### src/rtl/dmagen_pkg.sv
package dmagen_pkg;

    localparam int CNT_W  = 16;
    localparam int PAGE_W = 8;
    localparam int PHYS_W = CNT_W + PAGE_W;
    localparam int RES_W  = CNT_W + 1;

    typedef enum logic {
        CH_BYTE = 1'b0,
        CH_WORD = 1'b1
    } chan_width_e;

    typedef struct packed {
        logic load_any;
        logic advance;
        logic terminal;
        logic reload;
    } step_ctl_t;

    function automatic logic [PHYS_W-1:0] map_phys(
        input chan_width_e        w,
        input logic [PAGE_W-1:0]  pg,
        input logic [CNT_W-1:0]   a
    );
        if (w == CH_WORD)
            return {pg[PAGE_W-1:1], a, 1'b0};
        else
            return {pg, a};
    endfunction

    function automatic logic [RES_W-1:0] residue_bytes(
        input chan_width_e       w,
        input logic [CNT_W-1:0]  cnt
    );
        logic [CNT_W-1:0] n;
        n = cnt + 1'b1;
        if (w == CH_WORD)
            return {n, 1'b0};
        else
            return {1'b0, n};
    endfunction

endpackage

### src/rtl/dmagen_ctr.sv
module dmagen_ctr #(
    parameter int W      = 16,
    parameter bit DIR_UP = 1'b1
) (
    input  logic         clk,
    input  logic         rst,
    input  logic         ld,
    input  logic [W-1:0] ld_val,
    input  logic         adv,
    input  logic         reload,
    output logic [W-1:0] cur
);

    logic [W-1:0] base_q;
    logic [W-1:0] cur_q;
    logic [W-1:0] nxt;

    generate
        if (DIR_UP) begin : g_up
            assign nxt = cur_q + 1'b1;
            assert_step_up_R5: assert property (@(posedge clk) disable iff (rst)
                (adv && !ld && !reload) |=> (cur == W'($past(cur) + 1'b1)));
        end else begin : g_down
            assign nxt = cur_q - 1'b1;
            assert_step_down_R5: assert property (@(posedge clk) disable iff (rst)
                (adv && !ld && !reload) |=> (cur == W'($past(cur) - 1'b1)));
        end
    endgenerate

    always_ff @(posedge clk) begin
        if (rst) begin
            base_q <= '0;
            cur_q  <= '0;
        end else if (ld) begin
            base_q <= ld_val;
            cur_q  <= ld_val;
        end else if (reload) begin
            cur_q  <= base_q;
        end else if (adv) begin
            cur_q  <= nxt;
        end
    end

    assign cur = cur_q;

    assert_load_R4: assert property (@(posedge clk) disable iff (rst)
        ld |=> (cur == $past(ld_val)));

    assert_idle_hold_R8: assert property (@(posedge clk) disable iff (rst)
        (!ld && !adv && !reload) |=> $stable(cur));

endmodule

### src/rtl/dmagen_map.sv
module dmagen_map
    import dmagen_pkg::*;
(
    input  chan_width_e        width,
    input  logic [PAGE_W-1:0]  page,
    input  logic [CNT_W-1:0]   addr,
    output logic [PHYS_W-1:0]  phys
);

    assign phys = map_phys(width, page, addr);

    always_comb begin
        if (width == CH_WORD)
            assert_word_even_R3: assert (phys[0] == 1'b0);
    end

endmodule

### src/rtl/paged_dma_gen.sv
module paged_dma_gen
    import dmagen_pkg::*;
(
    input  logic              clk,
    input  logic              rst,
    input  logic              word_mode,
    input  logic              autoinit,
    input  logic              ld_addr,
    input  logic              ld_count,
    input  logic              ld_page,
    input  logic [CNT_W-1:0]  load_data,
    input  logic              step,
    output logic [PHYS_W-1:0] phys_addr,
    output logic              tc,
    output logic [RES_W-1:0]  residue
);

    chan_width_e        width;
    step_ctl_t          ctl;
    logic [PAGE_W-1:0]  page_q;
    logic               tc_q;
    logic [CNT_W-1:0]   addr_cur;
    logic [CNT_W-1:0]   cnt_cur;

    assign width = chan_width_e'(word_mode);

    always_comb begin
        ctl.load_any = ld_addr | ld_count | ld_page;
        ctl.advance  = step & ~ctl.load_any & ~(tc_q & ~autoinit);
        ctl.terminal = ctl.advance & (cnt_cur == '0);
        ctl.reload   = ctl.terminal & autoinit;
    end

    always_ff @(posedge clk) begin
        if (rst) begin
            page_q <= '0;
            tc_q   <= 1'b0;
        end else begin
            if (ld_page)
                page_q <= load_data[PAGE_W-1:0];
            if (ctl.load_any)
                tc_q <= 1'b0;
            else if (ctl.terminal)
                tc_q <= 1'b1;
            else if (ctl.advance)
                tc_q <= 1'b0;
        end
    end

    dmagen_ctr #(.W(CNT_W), .DIR_UP(1'b1)) u_addr (
        .clk    (clk),
        .rst    (rst),
        .ld     (ld_addr),
        .ld_val (load_data),
        .adv    (ctl.advance),
        .reload (ctl.reload),
        .cur    (addr_cur)
    );

    dmagen_ctr #(.W(CNT_W), .DIR_UP(1'b0)) u_cnt (
        .clk    (clk),
        .rst    (rst),
        .ld     (ld_count),
        .ld_val (load_data),
        .adv    (ctl.advance),
        .reload (ctl.reload),
        .cur    (cnt_cur)
    );

    dmagen_map u_map (
        .width (width),
        .page  (page_q),
        .addr  (addr_cur),
        .phys  (phys_addr)
    );

    assign tc      = tc_q;
    assign residue = residue_bytes(width, cnt_cur);

    assert_tc_from_step_R7: assert property (@(posedge clk) disable iff (rst)
        $rose(tc) |-> $past(step));

    assert_tc_clear_on_load_R8: assert property (@(posedge clk) disable iff (rst)
        (ld_addr || ld_count || ld_page) |=> !tc);

    assert_page_kept_R6: assert property (@(posedge clk) disable iff (rst)
        !ld_page |=> $stable(phys_addr[PHYS_W-1:CNT_W+1]));

    assert_frozen_after_tc_R8: assert property (@(posedge clk) disable iff (rst)
        (tc && !autoinit && !ld_addr && !ld_count && !ld_page)
            |=> ($stable(addr_cur) && $stable(cnt_cur) && tc));

    assert_step_with_load_R11: assert property (@(posedge clk) disable iff (rst)
        (step && !ld_addr && ld_page) |=> $stable(addr_cur));

endmodule

### config.mk
export PLATFORM = sky130hd
export DESIGN_NAME = paged_dma_gen
export DESIGN_NICKNAME = d
export VERILOG_FILES = /design/src/rtl/dmagen_pkg.sv /design/src/rtl/dmagen_ctr.sv /design/src/rtl/dmagen_map.sv /design/src/rtl/paged_dma_gen.sv
export SDC_FILE = /design/constraint.sdc
export NUM_CORES = 1
export LEC_CHECK = 0
export BUFFER_PORTS_ARGS = -buffer_cell sky130_fd_sc_hd__buf_2
export CAP_MARGIN = 10
export CORE_MARGIN = 8
export CORE_UTILIZATION = 50
export CTS_CLUSTER_DIAMETER = 100
export DETAILED_ROUTE_END_ITERATION = 7
export PLACE_DENSITY = 0.71
export SYNTH_ARGS = -nofsm -noshare
export SYNTH_HDL_FRONTEND = slang
export SYNTH_SLANG_ARGS = --single-unit
### constraint.sdc
create_clock -name clk -period 3.4 [get_ports clk]
set_input_delay 0.68 -clock clk [delete_from_list [all_inputs] [get_ports clk]]
set_output_delay 0.68 -clock clk [all_outputs]
set_load 0.005 [all_outputs]
==> key figures <==
Power and ir drop
  – PD cells: 409 nW/µm²
  – Total power: 2.12 mW
  – Worst vdd ir: 0.284 mV
  – Leak: 2.16 nW

Floorplan
  – I/O pin count: 66
  – Die ar.: 12900 µm²
  – Starting Density: 51.5%
  – Row cnt: 35
  – Area of the core: 9240 µm²
  – Die Y: 114 µm
  – Die width: 114 µm

Clocking
  – Root buf cell: clkbuf_8
  – Post_cts resized: 0
  – Cts hold-fix bufs: 0
  – Num CTS Buffers: 9
  – Clock Tree Buf Depth: 2
  – Worst-path clk slew: 0.08 ns
  – CTS sink cnt: 73
  – CTS tree: done
  – Clock insertion delay at the later pin of the skew report: 0.35 ns
  – Htree depth: 3
  – Post-CTS setup buffers: 0

Placement
  – Place WS: 0.443 ns
  – DP HPWL: 9.55 mm
  – Placed Instances: 735
  – IO Port Bufs: 65
  – Gpl congestion: 0.851

Routing
  – DRT Wirelength: 13.4 mm
  – Wire per inst: 17.9 µm
  – DRC violations left: 0
  – Post-route ant nets: 0
  – Total number of vias: 4481
  – DR pass1 iterations: 5
  – Initial DRC Count: 363
  – Via density: 5.97

Hold path
  – WHS Path Cells: 2
  – Worst Hold Class: reg -> reg

Setup path
  – WP buf/inv: 2
  – Reg2reg path depth: 6
  – Crit start category: flop
  – Worst endpoint required time: 2.72 ns
  – Arrival time worst endpoint: 2.36 ns
  – Crit Path Max Fanout: 8
  – CP endpoint kind: output pin
  – Worst path max stage delay: 0.48 ns
  – Critical-path top delay cell: dfxtp_1
  – Top delay family on crit path: simple AND/OR/NAND/NOR gates
  – WP depth: 8
  – Worst path cell trace: ha_1, nand2_1, nor4_1, buf_4, and2_1, o22ai_1, a22oi_1, buf_2
  – Crit path kind: reg -> out

Global routing
  – Grt ovf: 0
  – Initial antenna violation count: 0
  – First-pass GRT wire length: 22.0 mm
  – GRT Util Overall: 21.0%
  – Pin count of the biggest net entering global routing: 43
  – Number of global-route vias before repair: 4316

STA
  – Final Worst Setup Slack: 0.357 ns
  – RSZ-0062 raised after global routing: no
  – Setup TNS: 0 ns
  – Final setup skew: 0.0139 ns
  – # setup viols final: 0
  – Relative slew slack: 56.3%
  – Final Critical Period: 3.04 ns
  – Fmax achieved: 0.329 GHz
  – Worst slew pin tran: 0.655 ns
  – Max Slew Vio Count: 0
  – Final cycle utilization of the critical path: 89.5%
  – Final Hold Vio Count: 0

Yosys
  – Synth Register Bits: 73
  – Most used flip-flop cell after synthesis: dfxtp_1
  – Net Count, Synth: 620
  – Distinct cells, synth: 65
  – Post-synthesis async set-or-reset flop share: 0%
  – Synth Instances: 592
  – Yosys warnings: 0
  – Post-synth EDFFs: 0
  – Seq/Total Area, Yosys: 30.7%
  – Mapped Area: 4760 µm²
  – Avg Cell Area, Syn: 8.04 µm²

Final layout
  – Nets@finish: 645
  – Diode count: 0
  – Layout cells sized above 1: 20.7%
  – Synthesis-to-finish area growth: 8.83%
  – Fill cell count: 866
  – Multi-input logic area: 2840 µm²
  – Seq. cell area: 1460 µm²
  – Fin cells: 751

Job
  – Max_cap viols: 0

Run status
  – Status: finished, final reports clean
==> synth_stat cells (4+ instances only) <==
cell	instances	area share, %
dfxtp_1	73	31
nor2_1	70	5.5
nand2_1	48	3.8
a21oi_1	45	4.7
mux2i_1	42	8.8
clkbuf_1	33	2.6
nand3_1	29	3.0
nor3_1	16	1.7
mux2_2	15	3.5
inv_1	13	1.0
xor2_1	13	2.4
nand2b_1	12	1.6
o21ai_0	10	1.1
buf_4	9	1.4
and3_1	8	1.1
nor4_1	8	1.1
xnor2_1	8	1.5
a31oi_1	7	0.92
buf_1	7	0.55
clkbuf_8	7	2.0
o211ai_1	7	1.1
o221ai_1	6	1.1
o22ai_1	6	0.79
o31ai_1	6	0.95
a211oi_1	5	0.79
a22oi_1	5	0.79
a311oi_1	5	0.92
a41oi_1	5	0.92
nand4_1	5	0.66
ha_1	4	1.1
o21a_1	4	0.63
or2_2	4	0.53
or3_1	4	0.53
==> final cells by class <==
type,instances,share of cell area (%)
inverters,13,0.942
repair buffers,80,8.45
clock buffers,10,2.66
well taps,129,3.12
clock inverters,6,1.74
multi-input cells,440,54.9
flip-flops and latches,73,28.2
==> cell usage in the layout, fill, tap and decap left out, types with 4 or more instances in the layout <==
cell      Yosys  routed
o21a_1        4       4
o22ai_1       6       6
nor2_1       70      70
inv_1        13      13
nand2b_1     12      12
clkbuf_8      7      10
xnor2_1       8       8
nor3_1       16      15
or3_1         4       4
a21oi_1      45      45
a311oi_1      5       5
a22oi_1       5       5
mux2_2       15      15
nor4_1        8       7
nand3_1      29      28
buf_2         3      65
and3_1        8       8
a31oi_1       7       7
ha_1          4       4
buf_4         9      15
o221ai_1      6       6
nand2_1      48      48
o31ai_1       6       6
nand4_1       5       5
mux2i_1      42      42
xor2_1       13      13
o21ai_0      10      10
a211oi_1      5       5
a41oi_1       5       5
or2_2         4       4
o211ai_1      7       7
dfxtp_1      73      73
==> worst paths after layout <==
| check | slack, ns | from | end |
|---|---|---|---|
| worst min-delay path | 0.46 | u_cnt.base_q[8]$_SDFFE_PP0P_ | u_cnt.base_q[8]$_SDFFE_PP0P_ |
| worst max-delay path | 0.36 | u_cnt.cur[0]$_SDFFE_PP0P_ | residue[13] |
| worst min register to register | 0.46 | u_cnt.base_q[8]$_SDFFE_PP0P_ | u_cnt.base_q[8]$_SDFFE_PP0P_ |
| worst max register to register | 0.73 | u_cnt.cur[2]$_SDFFE_PP0P_ | u_cnt.cur[6]$_SDFFE_PP0P_ |
==> power breakdown <==
part | internal, mW | switching (mW) | leakage (nW)
logic | 0.158 | 0.202 | 1.45
registers | 0.906 | 0.0699 | 0.603
clock network | 0.436 | 0.350 | 0.113
==> worst register-to-register path: stages (launching register included) <==
cell     delay, ns
dfxtp_1       0.44
or4_4         0.63
nor4_4        0.50
nand3_2       0.39
buf_4         0.31
mux2i_1       0.13
a21oi_1       0.21
==> metrics by stage <==
stage | hold slack [ns] | cell area [µm²] | utilization, %
2_1_floorplan | 0.442 | 4760 | -
3_3_place_gp | 0.450 | 4940 | 53.4
3_5_place_dp | 0.453 | 4940 | 53.4
4_1_cts | 0.465 | 5160 | 55.9
5_1_grt | 0.496 | 5180 | 56.1
6_report | 0.463 | 5180 | 56.1
==> kinds of logic after synthesis <==
kind of cell | share of synthesized area [%]
AOI/OAI and AO/OA | 19.7
xor gates and xnor gates | 3.86
adders and majority gates | 1.05
buffers and inverters | 9.91
DFF | 30.7
muxes | 12.4
and+or+nand+nor | 22.4
==> state kept, by name, indices dropped and copies added, names as in the netlist <==
signal and flops:
tc 1, u_addr.cur 16, u_cnt.cur 16, u_cnt.base_q 16
u_addr.base_q 16, page_q 8
==> routing by layer <==
layer | vias to the layer above | share of wire (%) | wire [µm] | global-route usage [%]
met4 | 0 | 2.1 | 276 | 7.46
met1 | 2118 | 45 | 6100 | 28.1
met5 | - | 0 | 0 | 0
li1 | 2167 | - | - | -
met3 | 20 | 7.1 | 956 | 4.86
met2 | 176 | 45 | 6100 | 32.2
(Power assumes the default switching activity.)
